$ cat src/rtl/alarm_pkg.sv
package alarm_pkg;
    localparam int NUM_ALARMS = 4;
    localparam int DATA_W     = 32;
    localparam int ADDR_W     = 4;

    localparam logic [ADDR_W-1:0] A_ARMED  = 4'd8;
    localparam logic [ADDR_W-1:0] A_RAW    = 4'd9;
    localparam logic [ADDR_W-1:0] A_ENABLE = 4'd10;
    localparam logic [ADDR_W-1:0] A_FORCE  = 4'd11;
    localparam logic [ADDR_W-1:0] A_STATUS = 4'd12;

    typedef struct packed {
        logic              we;
        logic [ADDR_W-1:0] addr;
        logic [DATA_W-1:0] data;
    } wreq_t;

    typedef logic [NUM_ALARMS-1:0] chan_vec_t;

    function automatic logic hits(wreq_t r, logic [ADDR_W-1:0] a);
        return r.we && (r.addr == a);
    endfunction

    function automatic chan_vec_t ones_if(wreq_t r, logic [ADDR_W-1:0] a);
        return hits(r, a) ? r.data[NUM_ALARMS-1:0] : '0;
    endfunction
endpackage

$ cat src/rtl/alarm_slot.sv
module alarm_slot
    import alarm_pkg::*;
#(
    parameter int IDX = 0
) (
    input  logic              clk,
    input  logic              rst,
    input  wreq_t             wreq,
    input  logic [DATA_W-1:0] time_lo,
    output logic [DATA_W-1:0] target,
    output logic              armed,
    output logic              fire
);
    localparam logic [ADDR_W-1:0] MY_ADDR = ADDR_W'(IDX);

    logic load, cancel, match;

    assign load   = hits(wreq, MY_ADDR);
    assign cancel = hits(wreq, A_ARMED) && wreq.data[IDX];
    assign match  = armed && (target == time_lo);
    assign fire   = match && !cancel;

    always_ff @(posedge clk) begin
        if (rst) begin
            target <= '0;
            armed  <= 1'b0;
        end else begin
            if (load) target <= wreq.data;
            if (load)        armed <= 1'b1;
            else if (cancel) armed <= 1'b0;
            else if (fire)   armed <= 1'b0;
        end
    end
endmodule

$ cat src/rtl/alarm_irq_bank.sv
module alarm_irq_bank
    import alarm_pkg::*;
(
    input  logic      clk,
    input  logic      rst,
    input  wreq_t     wreq,
    input  chan_vec_t fire,
    output chan_vec_t raw,
    output chan_vec_t enable,
    output chan_vec_t force_r,
    output chan_vec_t status
);
    chan_vec_t clr;

    assign clr    = ones_if(wreq, A_RAW);
    assign status = (raw | force_r) & enable;

    always_ff @(posedge clk) begin
        if (rst) begin
            raw     <= '0;
            enable  <= '0;
            force_r <= '0;
        end else begin
            raw <= (raw & ~clr) | fire;
            if (hits(wreq, A_ENABLE)) enable  <= wreq.data[NUM_ALARMS-1:0];
            if (hits(wreq, A_FORCE))  force_r <= wreq.data[NUM_ALARMS-1:0];
        end
    end
endmodule

$ cat src/rtl/alarm_read_mux.sv
module alarm_read_mux
    import alarm_pkg::*;
(
    input  logic [ADDR_W-1:0]            rd_addr,
    input  logic [NUM_ALARMS*DATA_W-1:0] targets,
    input  chan_vec_t                    armed,
    input  chan_vec_t                    raw,
    input  chan_vec_t                    enable,
    input  chan_vec_t                    force_r,
    input  chan_vec_t                    status,
    output logic [DATA_W-1:0]            rd_data
);
    always_comb begin
        rd_data = '0;
        for (int i = 0; i < NUM_ALARMS; i++) begin
            if (rd_addr == ADDR_W'(i)) rd_data = targets[i*DATA_W +: DATA_W];
        end
        case (rd_addr)
            A_ARMED:  rd_data = DATA_W'(armed);
            A_RAW:    rd_data = DATA_W'(raw);
            A_ENABLE: rd_data = DATA_W'(enable);
            A_FORCE:  rd_data = DATA_W'(force_r);
            A_STATUS: rd_data = DATA_W'(status);
            default:  ;
        endcase
    end
endmodule

$ cat src/rtl/alarm_irq_unit.sv
module alarm_irq_unit
    import alarm_pkg::*;
(
    input  logic                  clk,
    input  logic                  rst,
    input  logic                  wr_en,
    input  logic [ADDR_W-1:0]     wr_addr,
    input  logic [DATA_W-1:0]     wr_data,
    input  logic [ADDR_W-1:0]     rd_addr,
    output logic [DATA_W-1:0]     rd_data,
    input  logic [DATA_W-1:0]     time_lo,
    output logic [NUM_ALARMS-1:0] irq
);
    wreq_t                          wreq;
    chan_vec_t                      armed_vec, fire_vec;
    chan_vec_t                      raw, enable, force_r, status;
    logic [NUM_ALARMS*DATA_W-1:0]   targets;

    assign wreq = '{we: wr_en, addr: wr_addr, data: wr_data};

    for (genvar g = 0; g < NUM_ALARMS; g++) begin : g_slot
        alarm_slot #(.IDX(g)) u_slot (
            .clk     (clk),
            .rst     (rst),
            .wreq    (wreq),
            .time_lo (time_lo),
            .target  (targets[g*DATA_W +: DATA_W]),
            .armed   (armed_vec[g]),
            .fire    (fire_vec[g])
        );
    end

    alarm_irq_bank u_bank (
        .clk     (clk),
        .rst     (rst),
        .wreq    (wreq),
        .fire    (fire_vec),
        .raw     (raw),
        .enable  (enable),
        .force_r (force_r),
        .status  (status)
    );

    alarm_read_mux u_rd (
        .rd_addr (rd_addr),
        .targets (targets),
        .armed   (armed_vec),
        .raw     (raw),
        .enable  (enable),
        .force_r (force_r),
        .status  (status),
        .rd_data (rd_data)
    );

    assign irq = status;
endmodule

$ cat config.mk
export PLATFORM = sky130hd
export DESIGN_NAME = alarm_irq_unit
export DESIGN_NICKNAME = d
export VERILOG_FILES = /design/src/rtl/alarm_pkg.sv /design/src/rtl/alarm_slot.sv /design/src/rtl/alarm_irq_bank.sv /design/src/rtl/alarm_read_mux.sv /design/src/rtl/alarm_irq_unit.sv
export SDC_FILE = /design/constraint.sdc
export NUM_CORES = 1
export LEC_CHECK = 0
export ABC_AREA = 1
export BUFFER_PORTS_ARGS = -buffer_cell sky130_fd_sc_hd__buf_2
export CAP_MARGIN = 20
export CELL_PAD_IN_SITES_DETAIL_PLACEMENT = 1
export CELL_PAD_IN_SITES_GLOBAL_PLACEMENT = 2
export CORE_ASPECT_RATIO = 0.8
export CORE_MARGIN = 5
export CORE_UTILIZATION = 35
export DETAILED_ROUTE_END_ITERATION = 8
export GPL_ROUTABILITY_DRIVEN = 1
export PLACE_DENSITY = 0.94
export SETUP_SLACK_MARGIN = 0.4
export SYNTH_ARGS = -nofsm -noshare
export SYNTH_HDL_FRONTEND = slang
export SYNTH_SLANG_ARGS = --single-unit
$ cat constraint.sdc
create_clock -name clk -period 2.2 [get_ports clk]
set_input_delay 0.11 -clock clk [delete_from_list [all_inputs] [get_ports clk]]
set_output_delay 0.11 -clock clk [all_outputs]
set_load 0.01 [all_outputs]
== Word-level counts from Yosys, hierarchy flattened ==
Cells that the tools add are included.
Word-level totals
  bits in registers: 144
  output and inout port bits: 36
  logic and storage cells: 83
Cells by class
  equal/unequal tests: 19
  multiplexer cells: 18
  bitwise operators: 5
  reduce and logical (&&, ||, !) cells: 30
Operators by type and width (number)
  case mux 32 bit (5 select lines): 1
  equality test 32 bit: 4
  two-way mux 32 bit: 4
  equality test 4 bit, second input constant: 9
  logical AND 1 bit: 20
  equality test 4 x 2 -> 1 bit, second input constant: 4
  two-way mux 1 bit: 12
  nonzero test 3 bit: 4
  AND 4 bit: 2
  equality test 4 x 1 -> 1 bit, second input constant: 2
  logical NOT 4 bit: 2
  bitwise OR 4 bit: 2
  logical NOT 1 bit: 4
  two-way mux 4 bit: 1
  NOT 4 bit: 1

== Longest topological paths before layout ==
Gate-level depths: netlist (run 1).
  depth after elaboration: 8
  gate-level depth with buffers: 10
  depth with buffers taken out: 10

== Hierarchy ==
Synthesis (run 1) repeated with hierarchy kept, for this count alone.
Second synthesis, totals
  cell total of the unflattened synthesis: 1331
  area total of the unflattened synthesis: 8907.3 um^2
By module, submodules not included
  alarm_slot (g_slot[1].u_slot ...): instances 2, cells an instance 234, area each 1766.7 um^2, seq. area each 660.6 um^2
  alarm_slot (g_slot[3].u_slot): instances 1, cells an instance 233, area each 1760.4 um^2, seq. area each 660.6 um^2
  alarm_slot (g_slot[0].u_slot): instances 1, cells an instance 229, area each 1661.6 um^2, seq. area each 660.6 um^2
  alarm_read_mux: instances 1, cells an instance 331, area each 1445.1 um^2, seq. area each 0.0 um^2
  alarm_irq_bank: instances 1, cells an instance 70, area each 506.7 um^2, seq. area each 240.2 um^2

== Worst setup path after synthesis (run 1) ==
Ideal clock, no wire load.
  kind: input-to-output
  start point: input rd_addr[3]
  end point: output rd_data[11]
  arrival time: 1007 ps
  setup slack: 1083 ps
  stages: 7
  buffers on the path: 2
  cell sequence: nor2_2 > buf_2 > buf_2 > nand3_1 > o211ai_1 > o21ai_0 > o21ai_0
On the way
  longest elaborated chain between the ends: 6
Ends and longest elaborated chain
  from (decl): RTL line alarm_irq_unit.sv:9  | input logic [ADDR_W-1:0] rd_addr,
  logical NOT 4 bit: RTL line alarm_read_mux.sv:16  | if (rd_addr == ADDR_W'(i)) rd_data = targets[i*DATA_W +: DATA_W];
  two-way mux 32 bit (4 in series): RTL line alarm_read_mux.sv:16
  case mux 32 bit (5 select lines) (*): RTL line alarm_read_mux.sv:18  | case (rd_addr)
  to (decl): RTL line alarm_irq_unit.sv:10  | output logic [DATA_W-1:0] rd_data,
Every way passes the cells marked *; elsewhere a longest branch is shown, timed or not.

== Worst setup path in the final report (run 1) ==
  start point: register u_bank.raw[3]
  end point: output rd_data[3]
On the way
  longest elaborated chain between the ends: 3
Ends and longest elaborated chain
  from (decl): RTL line alarm_irq_bank.sv:8  | output chan_vec_t raw,
  from (signal assigned): RTL line alarm_irq_bank.sv:24  | raw <= (raw & ~clr) | fire;
  bitwise OR 4 bit: RTL line alarm_irq_bank.sv:16  | assign status = (raw | force_r) & enable;
  AND 4 bit: RTL line alarm_irq_bank.sv:16
  case mux 32 bit (5 select lines) (*): RTL line alarm_read_mux.sv:18
Marks and branches as above.

==> flow_metrics.py, run 1 <==
metrics = {
    "outcome": {
        "status": "completed",
    },
    "critical_path": {
        "cp.buffers_inverters": 2,
        "startpoint_type": "flop",
        "path_cells": "inv_1, a21oi_1, a211oi_1, nand4_1, buf_2",
        "cp_max_fo": 2,
        "worstPathArrival_ns": 1.60,
        "cpPeakStageDelay_ns": 0.35,
        "worstReg2RegStart": "g_slot[3].u_slot.target[21]$_SDFFE_PP0P_",
        "critPathKind": "flop to primary output",
        "end_kind": "primary output",
        "cp.required_ns": 2.09,
        "startpoint": "u_bank.raw[3]$_SDFF_PP0_",
        "crit_family": "compound AO/OA/AOI/OAI gates",
        "slowest_stage": "a211oi_1",
    },
    "sta": {
        "finalCritPeriodShare_pct": 77.57,
        "setup_tns_ns": 0,
        "rsz0062_at_grt": "false",
        "setup-violations-final": 0,
        "fmax_mhz": 585.9,
        "slew_headroom_pct": 47.65,
        "worst_slack_ns": 0.4934,
        "final-hold-violation-count": 0,
        "drv_slew": 0,
        "min_period_ns": 1.707,
        "fin_skew_ns": 0.006446,
        "tightest_slew_ns": 0.7841,
        "timing.hold.ws_ns": 0.01713,
    },
    "worst_hold_path": {
        "hold_class": "primary input to flop",
        "hp-start": "wr_data[12]",
    },
    "global_route": {
        "grt_pass1_vias": 8284,
        "grtUsageTotal_pct": 21.41,
        "grt_pass1_wl_um": 44910,
        "grt_max_degree": 65,
        "gr-total-overflow": 0,
        "antenna_found_initial": 2,
    },
    "synthesis": {
        "synth.area.top_cells": "dfxtp_1 36%, nand2_1 13%, xnor2_1 11%, a211oi_1 7.1%, nor2_1 6.6%",
        "avgSynthCellArea_um2": 6.964,
        "yosys.area.top_type": "dfxtp_1",
        "yosys_warnings": 0,
        "ys_types": 28,
        "syn-cell-area_mm2": 0.008050,
        "syn_nets": 1231,
        "synth_seq_cells": 144,
        "syn-instance-count": 1156,
        "synth-seq-area-share_pct": 35.81,
        "synth_top_area_share_pct": 35.81,
    },
    "finish": {
        "drive_gt1_share_pct": 14.84,
        "layout_commonest_cell": "nand2_1",
        "layout_common_cells": "271 x nand2_1, 144 x dfxtp_1, 142 x nor2_1",
        "n_fill_cell": 2901,
        "syn_to_final_growth_pct": 20.24,
        "final_design_area_no_fill_mm2": 0.009679,
        "final_cells": 1567,
        "nNetsFinal": 1323,
    },
    "die": {
        "die_x_um": 179.6,
        "initial_core_util_pct": 35.68,
        "die-area_mm2": 0.02615,
        "num_rows": 49,
        "core_area_mm2": 0.02256,
        "die-height_um": 145.7,
        "ios": 111,
    },
    "pwr": {
        "peakVddDrop_mv": 0.3991,
        "leakage_nw": 3.506,
        "power.density_mw_per_mm2": 633.5,
    },
    "placed_design": {
        "globalplace.congestion": 0.8148,
        "portBuffers": 110,
        "dp.cells": 1506,
        "preCtsSetupSlack_ns": 0.4116,
        "dp_hpwl_um": 19240,
        "placed_cell_area_mm2": 0.008828,
    },
    "run": {
        "max_cap_viol_count": 0,
    },
    "clock_network": {
        "clkLatencyLatePin_ns": 0.43,
        "path_clk_slew_ns": 0.06,
        "clockBufferDepth": 2,
        "cts_root_buf": "clkbuf_16",
        "cts_inserted_buffers": 17,
        "h-tree-depth": 4,
        "clkSinkCount": 144,
        "cts_tree": "done",
    },
    "drt": {
        "routedWlPerCell_um": 17.97,
        "drc": 0,
        "vias": 7993,
        "first_pass_iters": 5,
        "routed_wl_um": 28170,
        "ant_nets": 0,
        "drtIter0Drc": 404,
        "detail_route.vias_per_cell": 5.101,
    },
}
flip-flops by register name (all words and copies together), names as in the netlist:
signal                cells
g_slot.u_slot.armed       4
u_bank.force_r            4
u_bank.raw                4
u_bank.enable             4
g_slot.u_slot.target    128
synthesized netlist by cell type:
library cell / count
nand2_1: 273
dfxtp_1: 144
nor2_1: 142
xnor2_1: 104
inv_1: 103
a211oi_1: 76
a21oi_1: 64
o21ai_0: 54
clkbuf_1: 52
nand3_1: 33
buf_2: 27
o211ai_1: 21
a211oi_2: 15
o21ai_1: 8
nand4_1: 6
o22ai_1: 6
nor2_2: 5
a31oi_1: 4
inv_2: 4
o221ai_1: 4
a221oi_1: 2
buf_4: 2
nand3_2: 2
a32oi_1: 1
and3_1: 1
buf_1: 1
nand3b_1: 1
nor3_2: 1
final cells by class:
cell class	count	area [µm²]	area share, %
Timing Repair Buffer	155	1036	10.70
Inverter	107	401.6	4.149
Antenna cell	1	2.502	0.02585
Multi-Input combinational cell	823	4446	45.93
Clock buffer	25	495.5	5.119
Clock inverter	6	32.53	0.3361
Sequential cell	144	2883	29.78
Tap cell	306	382.9	3.956
stage by stage:
| step | util [%] | total power, W |
|---|---|---|
| 2_1_floorplan | - | 0.003170 |
| 3_3_place_gp | 39.13 | 0.003428 |
| 3_5_place_dp | 39.13 | 0.003444 |
| 4_1_cts | 42.62 | 0.006172 |
| 5_1_grt | 42.90 | 0.006375 |
| 6_report | 42.90 | 0.006132 |
tightest hold or removal path, delay by kind of cell:
family	cells	cell delay, ns
buffers and inverters	1	0.14
and+or+nand+nor	1	0.11
AOI/OAI and AO/OA	1	0.05
what timing repair did:
item                                   4_1_cts  5_1_grt
endpoints found under the hold margin       82        0
setup endpoints to repair                    0       10
gates resized for setup                      0        4
hold buffers                                26        0
setup buffers                                0        2
per-layer routing:
| metal | vias up | global-route usage [%] | share of wire [%] |
|---|---|---|---|
| li1 | 3952 | - | - |
| met1 | 3833 | 28.32 | 47 |
| met2 | 168 | 35.58 | 47 |
| met3 | 38 | 4.348 | 4.3 |
| met4 | 2 | 6.131 | 1.5 |
| met5 | - | 0 | 0.046 |
path summary, 6_finish.rpt:
check,end,slack [ns],cells after the start
worst max-delay path,rd_data[3],0.49,5
worst min-delay path,g_slot[0].u_slot.target[12]$_SDFFE_PP0P_,0.02,3
worst max register to register,g_slot[3].u_slot.armed$_SDFFE_PP0P_,0.75,10
worst min register to register,g_slot[2].u_slot.target[22]$_SDFFE_PP0P_,0.49,2
logic make-up after synthesis:
group | count (synthesis) | synth area share [%]
flops | 144 | 35.81
simple gates | 464 | 22.80
xor+xnor | 104 | 11.31
buf+inv | 189 | 9.325
compound gates | 255 | 20.75
power by group:
part | leakage, nW | switching (W) | internal, W | total, W
clock network | 0.263 | 0.00115 | 0.00155 | 0.00269
registers | 1.16 | 0.0000348 | 0.00266 | 0.00269
logic | 2.08 | 0.000458 | 0.000289 | 0.000747
total | 3.51 | 0.00164 | 0.00449 | 0.00613
(Power assumes the default switching activity.)
==> inputs of run 2 (changes only) <==
--- a/config.mk
+++ b/config.mk
@@ -12,10 +12,10 @@
 export CELL_PAD_IN_SITES_GLOBAL_PLACEMENT = 2
 export CORE_ASPECT_RATIO = 0.8
 export CORE_MARGIN = 5
-export CORE_UTILIZATION = 35
+export CORE_UTILIZATION = 32
 export DETAILED_ROUTE_END_ITERATION = 8
 export GPL_ROUTABILITY_DRIVEN = 1
-export PLACE_DENSITY = 0.94
+export PLACE_DENSITY = 0.87
 export SETUP_SLACK_MARGIN = 0.4
 export SYNTH_ARGS = -nofsm -noshare
 export SYNTH_HDL_FRONTEND = slang
==> constraint.sdc (replaced) <==
create_clock -name clk -period 1.7 [get_ports clk]
set_input_delay 0.085 -clock clk [delete_from_list [all_inputs] [get_ports clk]]
set_output_delay 0.085 -clock clk [all_outputs]
set_load 0.01 [all_outputs]
==> run 2 against run 1 <==
  * Via count up 3.3%
  * Worst hold slack about the same
  * Global-route usage down 0.62 points
  * Critical endpoint is now rd_data[0]
  * Largest cell class unchanged
  * Largest power group is now the clock network
==> flow_metrics.py, run 2 (synthesis results as in run 1) <==
metrics = {
    "outcome": {
        "status": "completed",
    },
    "placed_design": {
        "portBuffers": 110,
        "dp.cells": 1528,
        "placed_cell_area_mm2": 0.008994,
        "globalplace.congestion": 0.8448,
        "dp_hpwl_um": 20070,
        "preCtsSetupSlack_ns": 0.09787,
    },
    "clock_network": {
        "clockBufferDepth": 2,
        "cts_root_buf": "clkbuf_16",
        "clkSinkCount": 144,
        "cts_inserted_buffers": 17,
        "cts_tree": "done",
        "path_clk_slew_ns": 0.07,
        "clkLatencyLatePin_ns": 0.44,
        "h-tree-depth": 4,
    },
    "sta": {
        "tightest_slew_ns": 0.8550,
        "timing.hold.ws_ns": 0.01728,
        "setup_tns_ns": 0,
        "drv_slew": 0,
        "slew_headroom_pct": 43.00,
        "final-hold-violation-count": 0,
        "finalCritPeriodShare_pct": 91.42,
        "min_period_ns": 1.554,
        "fin_skew_ns": 0.009869,
        "fmax_mhz": 643.5,
        "rsz0062_at_grt": "true",
        "worst_slack_ns": 0.1459,
        "setup-violations-final": 0,
    },
    "finish": {
        "top_register": "g_slot.u_slot.target",
        "final_cells": 1644,
        "syn_to_final_growth_pct": 37.33,
        "largest_reg_flops": 128,
        "final_design_area_no_fill_mm2": 0.01106,
        "layout_common_cells": "256 x nand2_1, 110 x nor2_1, 109 x buf_2",
        "n_antenna_cell": 0,
        "layout_commonest_cell": "nand2_1",
        "nNetsFinal": 1388,
        "n_fill_cell": 3032,
        "drive_gt1_share_pct": 38.01,
    },
    "worst_hold_path": {
        "hp-start": "wr_data[2]",
        "hold_class": "primary input to flop",
        "hold-path-endpoint": "g_slot[3].u_slot.target[2]$_SDFFE_PP0P_",
        "min_path_cells": 3,
    },
    "global_route": {
        "grt_max_degree": 62,
        "gr-total-overflow": 0,
        "grt_pass1_wl_um": 47600,
        "grtUsageTotal_pct": 20.79,
        "antenna_found_initial": 1,
        "grt_pass1_vias": 8714,
    },
    "critical_path": {
        "r2r_cells": 9,
        "startpoint_type": "flop",
        "reg2reg_to": "g_slot[0].u_slot.armed$_SDFFE_PP0P_",
        "end_kind": "primary output",
        "r2r_slack_ns": 0.32,
        "critPathKind": "flop to primary output",
        "cp_max_fo": 2,
        "worstPathArrival_ns": 1.47,
        "cp.required_ns": 1.62,
        "worstReg2RegStart": "g_slot[0].u_slot.target[17]$_SDFFE_PP0P_",
    },
    "die": {
        "die_x_um": 187.3,
        "ios": 111,
        "die-height_um": 151.9,
        "num_rows": 51,
        "die-area_mm2": 0.02845,
        "initial_core_util_pct": 32.77,
        "core_area_mm2": 0.02457,
    },
    "drt": {
        "detail_route.vias_per_cell": 5.024,
        "drtIter0Drc": 393,
        "first_pass_iters": 4,
        "ant_nets": 0,
        "routed_wl_um": 30350,
        "drc": 0,
        "vias": 8260,
        "routedWlPerCell_um": 18.46,
    },
    "pwr": {
        "peakVddDrop_mv": 0.7038,
        "power.density_mw_per_mm2": 783.3,
        "leakage_nw": 4.079,
    },
    "run": {
        "max_cap_viol_count": 0,
    },
}
## run 2: cell count changes in the layout (fill, tap and decap cells not counted), sizes merged
| cell | change |
|---|---|
| clkinv | -3 |
| inv | +5 |
| bufinv | +3 |
| clkinvlp | +3 |
| buf | +61 |
| dlygate4sd3 | +5 |
| clkbuf | -8 |
| diode | -1 |
## run 2: how the worst max path moves through the flow
| stage | startpoint | end | slack, ns | cells after the start |
|---|---|---|---|---|
| floorplan | wr_en | g_slot[1].u_slot.target[31]$_SDFFE_PP0P_ | 0.62 | 7 |
| global placement | rd_addr[3] | rd_data[12] | 0.13 | 8 |
| detailed placement | rd_addr[3] | rd_data[12] | 0.1 | 8 |
| CTS | u_bank.raw[1]$_SDFF_PP0_ | rd_data[1] | 0.10 | 7 |
| global route | u_bank.raw[1]$_SDFF_PP0_ | rd_data[1] | 0.07 | 7 |
| finish | u_bank.raw[0]$_SDFF_PP0_ | rd_data[0] | 0.15 | 7 |
## run 2: per-layer routing
metal | up-vias | wire length, µm | track usage (%)
li1 | 4091 | - | -
met3 | 31 | 1705 | 3.481
met1 | 3958 | 13770 | 28.06
met4 | 2 | 482 | 5.949
met2 | 178 | 14380 | 34.39
met5 | - | 20 | 0
## run 2: worst max-delay path: stages (launching register included)
cell,delay (ns)
dfxtp_2,0.33
nor2_2,0.10
nor2_1,0.05
nand2_1,0.06
o21ai_1,0.06
a211oi_1,0.22
nand2_1,0.08
buf_2,0.14
## run 2: metrics by stage
| stage | util, % | power [W] |
|---|---|---|
| finish | 45.00 | 0.008660 |
| floorplan | - | 0.004102 |
| CTS | 43.33 | 0.008661 |
| global route | 45.00 | 0.008978 |
| detailed placement | 36.61 | 0.004484 |
| global placement | 36.61 | 0.004471 |
## run 2: final cells by class
class / instances / area, µm² / share of cell area [%]
multi-input cells: 823 / 5005 / 45.27
flip-flops and latches: 144 / 3003 / 27.16
repair buffers: 220 / 1632 / 14.76
clock buffers: 18 / 439.2 / 3.972
well taps: 318 / 397.9 / 3.599
clock inverters: 14 / 177.7 / 1.607
inverters: 107 / 401.6 / 3.633
## run 2: where the power goes
group	switching, W	leakage, nW	internal [W]
Clock	0.00166	0.290	0.00237
Sequential	0.0000522	1.21	0.00344
Combinational	0.000670	2.58	0.000465
Total	0.00238	4.08	0.00628
## run 2: repair_timing
action | in CTS | in global routing
endpoints found under the setup margin | 41 | 41
buffers inserted | 41 | 12
pin swaps | 78 | 68
gates cloned | 0 | 0
hold buffers | 31 | 0
resized for setup | 221 | 107
hold endpoints to repair | 111 | 0
==> inputs of run 3 (changes only) <==
--- a/config.mk
+++ b/config.mk
@@ -8,14 +8,14 @@
 export ABC_AREA = 1
 export BUFFER_PORTS_ARGS = -buffer_cell sky130_fd_sc_hd__buf_2
 export CAP_MARGIN = 20
-export CELL_PAD_IN_SITES_DETAIL_PLACEMENT = 1
-export CELL_PAD_IN_SITES_GLOBAL_PLACEMENT = 2
+export CELL_PAD_IN_SITES_DETAIL_PLACEMENT = 0
+export CELL_PAD_IN_SITES_GLOBAL_PLACEMENT = 1
 export CORE_ASPECT_RATIO = 0.8
 export CORE_MARGIN = 5
-export CORE_UTILIZATION = 32
+export CORE_UTILIZATION = 42
 export DETAILED_ROUTE_END_ITERATION = 8
 export GPL_ROUTABILITY_DRIVEN = 1
-export PLACE_DENSITY = 0.87
+export PLACE_DENSITY = 0.89
 export SETUP_SLACK_MARGIN = 0.4
 export SYNTH_ARGS = -nofsm -noshare
 export SYNTH_HDL_FRONTEND = slang
==> run 3 against run 2 <==
  * Register-to-register slack better by 0.04 ns
  * Worst setup slack got worse by 0.018 ns
  * Sequential share of layout area is 0.099 points higher
  * Worst hold slack better by 0.015 ns
  * Flip-flop and latch count is the same
  * Via count increased by 0.41%
  * Cell area shrank 0.99%
  * Combinational power about the same
  * Critical path depth shrank 2
  * First-iteration DRC count grew 67%
  * Critical path type unchanged
  * Critical endpoint is now rd_data[2]
==> flow_metrics.py, run 3 (synthesis results as in run 1) <==
metrics = {
    "global_route": {
        "gr-total-overflow": 0,
        "grt_max_degree": 65,
        "met3_usage_pct": 5.315,
        "grtUsageTotal_pct": 23.65,
        "grt_pass1_wl_um": 41480,
        "use_met2_pct": 37.73,
        "antenna_found_initial": 2,
        "busiest_layer": "met2",
        "met1_usage_pct": 32.97,
        "grt_pass1_vias": 7770,
    },
    "critical_path": {
        "cp_max_fo": 3,
        "worstReg2RegStart": "g_slot[0].u_slot.target[28]$_SDFFE_PP0P_",
        "r2r_cells": 9,
        "path_cells": "nand3_1, o21ai_0, a221oi_1, nand2_1, buf_2",
        "r2r_slack_ns": 0.36,
        "reg2reg_to": "g_slot[0].u_slot.armed$_SDFFE_PP0P_",
        "worstPathArrival_ns": 1.49,
        "startpoint_type": "flop",
        "critPathKind": "flop to primary output",
        "end_kind": "primary output",
        "crit_family": "compound AO/OA/AOI/OAI gates",
        "cp.required_ns": 1.62,
        "cp.buffers_inverters": 1,
        "slowest_stage": "dfxtp_1",
        "cpPeakStageDelay_ns": 0.33,
    },
    "drt": {
        "routed_wl_um": 26470,
        "drtIter0Drc": 655,
        "detail_route.vias_per_cell": 5.220,
        "routedWlPerCell_um": 16.66,
        "first_pass_iters": 5,
        "ant_nets": 0,
        "vias": 8294,
        "drc": 0,
    },
    "pwr": {
        "peakVddDrop_mv": 0.5874,
        "power.density_mw_per_mm2": 776.0,
        "total_power_w": 0.008495,
        "leakage_nw": 4.079,
    },
    "die": {
        "die-area_mm2": 0.02205,
        "die_x_um": 164.8,
        "ios": 111,
        "initial_core_util_pct": 42.55,
        "die-height_um": 133.8,
        "core_area_mm2": 0.01892,
        "num_rows": 45,
    },
    "placed_design": {
        "globalplace.congestion": 0.8640,
        "portBuffers": 110,
        "dp_hpwl_um": 17280,
    },
    "sta": {
        "drv_slew": 0,
        "fin_skew_ns": 0.01211,
        "rsz0062_at_grt": "true",
        "min_period_ns": 1.572,
        "tightest_slew_ns": 0.7669,
        "fmax_mhz": 636.0,
        "setup-violations-final": 0,
        "setup_tns_ns": 0,
        "final-hold-violation-count": 0,
        "finalCritPeriodShare_pct": 92.49,
        "slew_headroom_pct": 48.80,
    },
    "clock_network": {
        "cts_root_buf": "clkbuf_16",
        "clkSinkCount": 144,
        "cts_inserted_buffers": 17,
        "clkLatencyLatePin_ns": 0.43,
        "h-tree-depth": 4,
        "clockBufferDepth": 2,
        "path_clk_slew_ns": 0.06,
        "cts_tree": "done",
    },
    "worst_hold_path": {
        "hold_class": "primary input to flop",
        "min_path_cells": 4,
        "hp-start": "wr_addr[2]",
        "hold-path-endpoint": "g_slot[3].u_slot.target[0]$_SDFFE_PP0P_",
    },
    "finish": {
        "n_antenna_cell": 0,
        "syn_to_final_growth_pct": 35.98,
        "drive_gt1_share_pct": 34.71,
        "nNetsFinal": 1394,
        "top_register": "g_slot.u_slot.target",
        "layout_common_cells": "260 x nand2_1, 113 x nor2_1, 106 x buf_2",
        "layout_commonest_cell": "nand2_1",
        "largest_reg_flops": 128,
    },
    "run": {
        "max_cap_viol_count": 0,
    },
    "outcome": {
        "status": "completed",
    },
}
[run 3: cell types whose count changed in the layout (fill, tap and decap cells not counted), sizes merged]
| cell | before | now |
|---|---|---|
| buf | 189 | 194 |
| clkbuf | 18 | 21 |
| clkinv | 2 | 4 |
| inv | 112 | 108 |
| dlygate4sd3 | 31 | 32 |
| clkinvlp | 4 | 2 |
[run 3: how the worst max path moves through the flow]
stage	depth (start not counted)	endpoint	start	slack, ns
after floorplan	7	g_slot[1].u_slot.target[31]$_SDFFE_PP0P_	wr_en	0.62
after global placement	8	rd_data[12]	rd_addr[3]	0.23
after detailed placement	8	rd_data[12]	rd_addr[0]	0.21
after CTS	7	rd_data[2]	u_bank.raw[2]$_SDFF_PP0_	0.09
after global routing	7	rd_data[2]	u_bank.force_r[2]$_SDFFE_PP0P_	0.05
final	5	rd_data[2]	g_slot[1].u_slot.target[2]$_SDFFE_PP0P_	0.13
[run 3: cell type report]
type / instances / area [µm²]
inverter: 107 / 401.6
fill: 1747 / 7971
tap: 258 / 322.8
timing repair buffer: 226 / 1733
clock buffer: 21 / 470.5
sequential: 144 / 2984
clock inverter: 10 / 133.9
multi-input combinational: 823 / 4901
[run 3: power by group]
part	internal (W)	switching, W	total (W)
Sequential	0.00344	0.0000472	0.00349
Combinational	0.000483	0.000651	0.00113
Clock	0.00241	0.00146	0.00387
[run 3: tightest hold or removal path, cell delays in order]
cell     delay (ns)
buf_2          0.09
nor2_2         0.08
nand4_1        0.09
a21oi_1        0.06
[run 3: repair_timing]
item                                    CTS  global route
endpoints found under the hold margin   114             0
hold buffers                             32             0
endpoints found under the setup margin   40            42
gates cloned                              2             0
resized for setup                       200           100
pin swaps                                54            63
buffers inserted                         47            12
[run 3: through the flow]
stage	hold slack [ns]	worst slack, ns	instance area (µm²)	cells	util [%]
floorplan	0.2332	0.6247	8050	1156	-
global placement	0.3777	0.2283	8871	1465	46.89
detailed placement	0.3804	0.2097	8871	1465	46.89
CTS	0.02048	0.08766	10530	1577	55.63
global route	0.04832	0.04580	10950	1589	57.86
finish	0.03273	0.1277	10950	1589	57.86
[run 3: per-layer routing]
metal,vias to the layer above,share of wire (%)
met3,28,7.9
met4,4,1.2
met5,-,0.087
met2,300,46
li1,4106,-
met1,3856,44
